[src/rtl/alarm_mon_pkg.sv]
package alarm_mon_pkg;
  typedef struct packed {
    logic hi;
    logic lo;
  } alm_state_t;

  localparam alm_state_t ALM_IDLE = '{hi: 1'b0, lo: 1'b0};
endpackage

[src/rtl/alarm_sel.sv]
module alarm_sel #(
  parameter int unsigned NUM_CH = 8,
  parameter int unsigned TAG_W  = 4
) (
  input  logic             clk_i,
  input  logic             rst_ni,
  input  logic             valid_i,
  input  logic [TAG_W-1:0] tag_i,
  output logic [NUM_CH-1:0] sel_o
);
  for (genvar i = 0; i < NUM_CH; i++) begin : g_dec
    assign sel_o[i] = valid_i && (tag_i == TAG_W'(i));
  end

  // at most one channel takes a result per cycle
  a_r9_onehot_sel: assert property (@(posedge clk_i) disable iff (!rst_ni) $onehot0(sel_o));
  a_r9_no_valid: assert property (@(posedge clk_i) disable iff (!rst_ni) !valid_i |-> sel_o == '0);
endmodule

[src/rtl/alarm_chan.sv]
module alarm_chan
  import alarm_mon_pkg::*;
#(
  parameter int unsigned DATA_W = 16,
  parameter int unsigned HYST_W = 16
) (
  input  logic              clk_i,
  input  logic              rst_ni,
  input  logic              smp_i,
  input  logic [DATA_W-1:0] data_i,
  input  logic [DATA_W-1:0] hi_thr_i,
  input  logic [DATA_W-1:0] lo_thr_i,
  input  logic [HYST_W-1:0] hyst_i,
  output alm_state_t        state_o,
  output logic              act_nxt_o
);
  localparam int unsigned XW = DATA_W + 1;

  alm_state_t state_q, state_d;
  logic [XW-1:0] data_x, hi_x, lo_x, hyst_x;
  logic hi_set, hi_clr, lo_set, lo_clr;

  // one extra bit so threshold +/- hysteresis never wraps
  assign data_x = {1'b0, data_i};
  assign hi_x   = {1'b0, hi_thr_i};
  assign lo_x   = {1'b0, lo_thr_i};
  assign hyst_x = XW'(hyst_i);

  assign hi_set = data_x > hi_x;
  assign hi_clr = (data_x + hyst_x) < hi_x;
  assign lo_set = data_x < lo_x;
  assign lo_clr = data_x > (lo_x + hyst_x);

  always_comb begin
    state_d = state_q;
    if (smp_i) begin
      state_d.hi = hi_set | (state_q.hi & ~hi_clr);
      state_d.lo = lo_set | (state_q.lo & ~lo_clr);
    end
  end

  always_ff @(posedge clk_i or negedge rst_ni) begin
    if (!rst_ni) state_q <= ALM_IDLE;
    else         state_q <= state_d;
  end

  assign state_o   = state_q;
  assign act_nxt_o = state_d.hi | state_d.lo;

  a_r2_high_set: assert property (@(posedge clk_i) disable iff (!rst_ni)
    smp_i && (data_i > hi_thr_i) |=> state_q.hi);
  a_r4_low_set: assert property (@(posedge clk_i) disable iff (!rst_ni)
    smp_i && (data_i < lo_thr_i) |=> state_q.lo);
  a_r3_high_band_hold: assert property (@(posedge clk_i) disable iff (!rst_ni)
    smp_i && state_q.hi && (int'(data_i) + int'(hyst_i) >= int'(hi_thr_i)) |=> state_q.hi);
  a_r5_low_band_hold: assert property (@(posedge clk_i) disable iff (!rst_ni)
    smp_i && state_q.lo && (int'(data_i) <= int'(lo_thr_i) + int'(hyst_i)) |=> state_q.lo);
  a_r9_hold_idle: assert property (@(posedge clk_i) disable iff (!rst_ni)
    !smp_i |=> $stable(state_q));
endmodule

[src/rtl/alarm_trip.sv]
module alarm_trip #(
  parameter int unsigned NUM_CH = 8
) (
  input  logic              clk_i,
  input  logic              rst_ni,
  input  logic [NUM_CH-1:0] set_i,
  input  logic              rd_i,
  output logic [NUM_CH-1:0] tripped_o,
  output logic              alarm_o
);
  logic [NUM_CH-1:0] trip_q, trip_d;
  logic              alarm_q;

  // set wins over a read in the same cycle
  assign trip_d = (rd_i ? '0 : trip_q) | set_i;

  always_ff @(posedge clk_i or negedge rst_ni) begin
    if (!rst_ni) begin
      trip_q  <= '0;
      alarm_q <= 1'b0;
    end else begin
      trip_q  <= trip_d;
      alarm_q <= |trip_d;
    end
  end

  assign tripped_o = trip_q;
  assign alarm_o   = alarm_q;

  for (genvar i = 0; i < NUM_CH; i++) begin : g_chk
    a_r6_sticky: assert property (@(posedge clk_i) disable iff (!rst_ni)
      !rd_i && trip_q[i] |=> trip_q[i]);
    a_r7_read_clear: assert property (@(posedge clk_i) disable iff (!rst_ni)
      rd_i && !set_i[i] |=> !trip_q[i]);
    a_r6_set: assert property (@(posedge clk_i) disable iff (!rst_ni)
      set_i[i] |=> trip_q[i]);
  end

  a_r8_alarm_or: assert property (@(posedge clk_i) disable iff (!rst_ni)
    alarm_q == (trip_q != '0));
endmodule

[src/rtl/alarm_mon.sv]
module alarm_mon
  import alarm_mon_pkg::*;
#(
  parameter int unsigned NUM_CH = 8,
  parameter int unsigned DATA_W = 16,
  parameter int unsigned HYST_W = 16,
  parameter int unsigned TAG_W  = 4
) (
  input  logic                     clk_i,
  input  logic                     rst_ni,
  input  logic                     res_valid_i,
  input  logic [TAG_W-1:0]         res_ch_i,
  input  logic [DATA_W-1:0]        res_data_i,
  input  logic [NUM_CH*DATA_W-1:0] hi_thr_i,
  input  logic [NUM_CH*DATA_W-1:0] lo_thr_i,
  input  logic [NUM_CH*HYST_W-1:0] hyst_i,
  input  logic                     flag_rd_i,
  output logic [NUM_CH-1:0]        active_o,
  output logic [NUM_CH-1:0]        tripped_o,
  output logic                     alarm_o
);
  logic [NUM_CH-1:0] sel, trip_set;
  alm_state_t        st [NUM_CH];
  logic [NUM_CH-1:0] act_nxt;

  alarm_sel #(.NUM_CH(NUM_CH), .TAG_W(TAG_W)) u_sel (
    .clk_i   (clk_i),
    .rst_ni  (rst_ni),
    .valid_i (res_valid_i),
    .tag_i   (res_ch_i),
    .sel_o   (sel)
  );

  for (genvar i = 0; i < NUM_CH; i++) begin : g_ch
    alarm_chan #(.DATA_W(DATA_W), .HYST_W(HYST_W)) u_chan (
      .clk_i     (clk_i),
      .rst_ni    (rst_ni),
      .smp_i     (sel[i]),
      .data_i    (res_data_i),
      .hi_thr_i  (hi_thr_i[i*DATA_W +: DATA_W]),
      .lo_thr_i  (lo_thr_i[i*DATA_W +: DATA_W]),
      .hyst_i    (hyst_i[i*HYST_W +: HYST_W]),
      .state_o   (st[i]),
      .act_nxt_o (act_nxt[i])
    );
    assign active_o[i] = st[i].hi | st[i].lo;
    assign trip_set[i] = sel[i] & act_nxt[i];
  end

  alarm_trip #(.NUM_CH(NUM_CH)) u_trip (
    .clk_i     (clk_i),
    .rst_ni    (rst_ni),
    .set_i     (trip_set),
    .rd_i      (flag_rd_i),
    .tripped_o (tripped_o),
    .alarm_o   (alarm_o)
  );

  a_r9_bad_tag: assert property (@(posedge clk_i) disable iff (!rst_ni)
    (!res_valid_i || res_ch_i >= TAG_W'(NUM_CH)) && !flag_rd_i |=> $stable(active_o) && $stable(tripped_o));
  a_r6_active_trips: assert property (@(posedge clk_i) disable iff (!rst_ni)
    res_valid_i && res_ch_i < TAG_W'(NUM_CH) && res_data_i > hi_thr_i[res_ch_i*DATA_W +: DATA_W]
    |=> tripped_o != '0);
endmodule

[config.mk]
export PLATFORM = sky130hd
export DESIGN_NAME = alarm_mon
export DESIGN_NICKNAME = d
export VERILOG_FILES = /design/src/rtl/alarm_mon_pkg.sv /design/src/rtl/alarm_sel.sv /design/src/rtl/alarm_chan.sv /design/src/rtl/alarm_trip.sv /design/src/rtl/alarm_mon.sv
export SDC_FILE = /design/constraint.sdc
export NUM_CORES = 1
export LEC_CHECK = 0
export ABC_CLOCK_PERIOD_IN_PS = 2300
export BUFFER_PORTS_ARGS = -buffer_cell sky130_fd_sc_hd__buf_2
export CORE_MARGIN = 4
export CORE_UTILIZATION = 54
export CTS_BUF_LIST = sky130_fd_sc_hd__clkbuf_8
export DETAILED_ROUTE_END_ITERATION = 16
export MAX_ROUTING_LAYER = met4
export PLACE_DENSITY = 0.86
export RECOVER_POWER = 50
export SLEW_MARGIN = 5
export SYNTH_ARGS = -nofsm -noshare
export SYNTH_HDL_FRONTEND = slang
export SYNTH_SLANG_ARGS = --single-unit
[constraint.sdc]
create_clock -name clk_i -period 2.3 [get_ports clk_i]
set_input_delay 0.46 -clock clk_i [delete_from_list [all_inputs] [get_ports clk_i]]
set_output_delay 0.46 -clock clk_i [all_outputs]
set_load 0.02 [all_outputs]
==> metrics.yaml, run 1 <==
synth-main-ff-cell: "dfrtp_1"
place_congestion: 1.05
synthCells: 2999
root_buffer: "clkbuf_8"
synth_edf_count: 0
syn_area_um2: 23100
ys_seq_elements: 25
placed_cells: 4832
hpwl_um: 91700
cts-hold-fix-buffers: 0
muxShareOfSynthArea: 0
synthArstFlopShare: 1.00
io_pins: 425
grt_util_all_layers: 0.736
row_count: 75
worstEpCategory: "register data pin"
die_w_um: 215
synth_compound_area_frac: 0.253
synthAdderAreaFrac: 0.420
synthSimpleGateAreaFrac: 0.166
status: "stopped before the end"
clock-sinks: 25
cts_buffers: 3
seq_area_frac_synth: 0.0270
stop_error: "[ERROR GRT-0232] Routing congestion too high. Check the congestion heatmap in the GUI."
postSynthAreaPerCell_um2: 7.72
yosysWarnings: 0
cts_max_path_buffers: 2
synth_cell_types: 76
synth_top_family_by_area: "adder cells"
grt_max_degree: 26
stop_stage: "5_1_grt"
initial_utilization: 0.549
synth_fp_nets: 4175
synth_xor_area_frac: 0.0746
cts.htree.levels: 1
grt-ovfl-total: 58
worst_endpoint: "u_trip.alarm_o$_DFF_PN0_/D"
io_buffers: 424
die_height_um: 215
place_ws_ps: -3220
## repair_timing
action                                  4_1_cts
buffers inserted                             63
hold endpoints to repair                      0
resized for setup                           171
pin swaps                                   157
endpoints found under the setup margin       25
## Yosys cell counts (47+ instances only)
cell type / instances / area [um^2]
nor2_1: 171 / 642
nor2b_1: 55 / 344
xor2_1: 53 / 464
a211oi_1: 47 / 353
inv_1: 358 / 1340
nand2_1: 141 / 529
a21oi_1: 252 / 1260
o21ai_0: 162 / 811
xnor2_1: 144 / 1260
ha_1: 752 / 9410
nor3_1: 48 / 240
nand3_1: 82 / 410
a21o_1: 119 / 893
nand4_1: 80 / 500
## cell families after synthesis
family,Yosys count
fa+ha+maj,768
xor+xnor,197
simple gates,753
flops,25
buf+inv,363
compound gates,893
## layer usage
metal	overflow	global-route usage
met1	4	0.701
met2	37	0.882
met4	17	0.702
met5	-	-
met3	0	0.623
## through the flow
step,instance area (um^2),TNS (ps),hold WS [ps]
after floorplan,23600,-32070,164
after global placement,33100,-45810,541
after detailed placement,33100,-50480,529
after CTS,34400,-38530,229
==> run 2, diff against run 1 <==
Settings changed: ABC_CLOCK_PERIOD_IN_PS 2300 to 3000, CORE_UTILIZATION 54 to 40, CTS_BUF_LIST sky130_fd_sc_hd__clkbuf_8 to not set, MAX_ROUTING_LAYER met4 to not set, PLACE_DENSITY 0.86 to not set, PLACE_DENSITY_LB_ADDON set to 0.15.
Clock period 2.3 ns to 3 ns, I/O delays scaled along.
==> run 2 against run 1 <==
  * Area after synthesis stayed put
  * Synthesized cell count stayed put
  * The flow now finishes, with violations (capacitance limit, slew limit, setup timing)
==> metrics.yaml, run 2 <==
yosysWarnings: 0  # unchanged
cpMostUsedCell: "buf_4"
syn_area_um2: 23100  # unchanged
place_congestion: 1.00  # -4.4%
initial_utilization: 0.407  # -0.142
mostFrequentLayoutCells: "932 x buf_4, 714 x ha_1, 400 x buf_2"
wl_per_cell_um: 19.1
hold_slack_ps: 543
row_count: 87  # +16%
skew_ps: 9.43
vias_per_cell: 5.32
clk_pin_slew_ps: 110
postSynthAreaPerCell_um2: 7.72  # unchanged
layout_commonest_cell: "buf_4"
nets: 5580
ys_seq_elements: 25  # unchanged
cts.htree.levels: 1  # unchanged
core_um2: 56800
synth_fp_nets: 4175  # unchanged
setup_tns_ps: -24720
startpoint_type: "input pin"
slew_viol_final: 26
hold_path.class: "register to register"
p_leak_nw: 19.2
critPathMaxFanout: 5
crit_start: "res_data_i[0]"
synth_top_area_frac: 0.407  # unchanged
finalHoldViolations: 0
hp-start: "u_trip.tripped_o[3]"
largest_reg_flops: 16
wl_um: 98700
die_height_um: 249  # +16%
hpwl_um: 85700  # -6.6%
ant_nets: 0
io_buffers: 424  # unchanged
arrival_ps: 5290
fin_ws_ps: -2100
antenna_found_initial: 18
fmax_mhz: 196
grt_util_all_layers: 0.302
route.detailed.drc: 0
synth_edf_count: 0  # unchanged
worstSetupPathType: "input pin to register"
min_period_ps: 5100
vias: 27544
endpoint_kind: "register"
tightest_slew_ps: 2200
drv_cap: 1
fin_area_um2: 35600
maxSlewHeadroom: -0.464
die_w_um: 249  # +16%
cts_tree: "done"
fin_cells: 5174
status: "complete, but fails checks"
drt-initial-drc-count: 1315
grt_pass1_vias: 27459
synthArstFlopShare: 1.00  # unchanged
clock-sinks: 25  # unchanged
reg2reg_from: "g_ch[6].u_chan.state_o[0]"
crit_family: "simple AND/OR/NAND/NOR gates"
setup_viol_count_final: 25
power.density_nw_per_um2: 246
dpl-instance-area_um2: 33600  # +1.3%
cp.required_ps: 3190
cts-hold-fix-buffers: 0  # unchanged
fill_cells: 5252
cpPeakStageDelay_ps: 490
yosys-top-cells-count: "752 x ha_1, 358 x inv_1, 252 x a21oi_1"
io_pins: 425  # unchanged
holdPathStages: 2
cp_slowest_cell: "or4_1"
violations: "capacitance limit, slew limit, setup timing"
first_pass_iters: 5
synthMostInstantiatedCell: "ha_1"
syn_to_final_growth_pct: 54.0
grt_max_degree: 26
yosysTopAreaCell: "ha_1"
root_buffer: "clkbuf_16"
ir_drop_v: 0.000244
synth-main-ff-cell: "dfrtp_1"
r2r_cells: 8
cts_max_path_buffers: 2  # unchanged
drive_gt1_frac: 0.383
grt-ovfl-total: 0
synthCells: 2999  # unchanged
seq_area_frac_synth: 0.0270  # unchanged
clk-insertion-delay-late_ps: 300
rsz0062_at_grt: "true"
crit_cells: 29
synth_area_leaders: "ha_1 41%, inv_1 5.8%, a21oi_1 5.4%, xnor2_1 5.4%, a21o_1 3.9%"
placed_cells: 5065  # +4.8%
cp_num_buf_inv: 10
grt_pass1_wl_um: 150000
finalCritPeriodShare: 1.70
cts_buffers: 3  # unchanged
fp.dieArea_um2: 61800
synth_cell_types: 76  # unchanged
run 2: logic make-up (layout without fill, tap and decap cells):
kind of cell               after synthesis  in the layout  synth area share
DFF                                     25             25            0.0270
other                                    0             15                 0
buffers and inverters                  363           1767            0.0589
AOI/OAI and AO/OA                      893            893             0.253
adders and majority gates              768            768             0.420
xor gates and xnor gates               197            197            0.0746
and+or+nand+nor                        753            753             0.166
run 2: tightest hold or removal path, delay by kind of cell (launching register included):
kind,cells,cell delay [ps]
compound gates,1,50
flops,1,410
buf+inv,1,60
run 2: area by class of cell:
class | instances | area (um^2) | area share
Clock inverter | 1 | 8.76 | 0.000246
Antenna cell | 15 | 37.5 | 0.00105
Multi-Input combinational cell | 2611 | 22600 | 0.633
Sequential cell | 25 | 626 | 0.0176
Clock buffer | 3 | 75.1 | 0.00211
Inverter | 360 | 1360 | 0.0381
Timing Repair Buffer | 1403 | 10000 | 0.281
Tap cell | 756 | 946 | 0.0265
run 2: worst paths after layout:
path | endpoint | slack [ps]
setup / recovery | u_trip.alarm_o | -2100
hold reg to reg | u_trip.tripped_o[3] | 540
hold / removal | u_trip.tripped_o[3] | 540
min in group asynchronous | g_ch[5].u_chan.state_o[0] | 930
max in group asynchronous | u_trip.tripped_o[3] | 810
setup reg to reg | u_trip.alarm_o | 490
run 2: metal layers:
metal | up-vias | part of all wire | GRT usage
met3 | 156 | 0.058 | 0.0285
met5 | - | 0.00027 | 0
met2 | 756 | 0.46 | 0.517
li1 | 13955 | - | -
met1 | 12673 | 0.45 | 0.400
met4 | 4 | 0.037 | 0.0976
run 2: power by group:
| part | total (mW) | internal, mW | switching (mW) |
|---|---|---|---|
| combinational | 7.84 | 4.00 | 3.85 |
| sequential | 0.496 | 0.425 | 0.0711 |
| clock | 0.412 | 0.189 | 0.223 |
| total | 8.75 | 4.61 | 4.14 |
run 2: per-stage QoR:
step / utilization / total power, mW / worst slack [ps]
after floorplan: - / 4.52 / -1980
after global placement: 0.591 / 7.60 / -2600
after detailed placement: 0.591 / 7.67 / -2680
after CTS: 0.617 / 8.51 / -2120
after global routing: 0.627 / 9.62 / -2360
final: 0.627 / 8.75 / -2100
run 2: what timing repair did:
action                     in CTS  in global routing
cloned                          0                  0
gates resized for setup       216                 74
buffers inserted               72                 29
pin swaps                     185                114
setup endpoints to repair      25                 25
hold endpoints to repair        0                  0
Power figures use the tool's default switching activity.
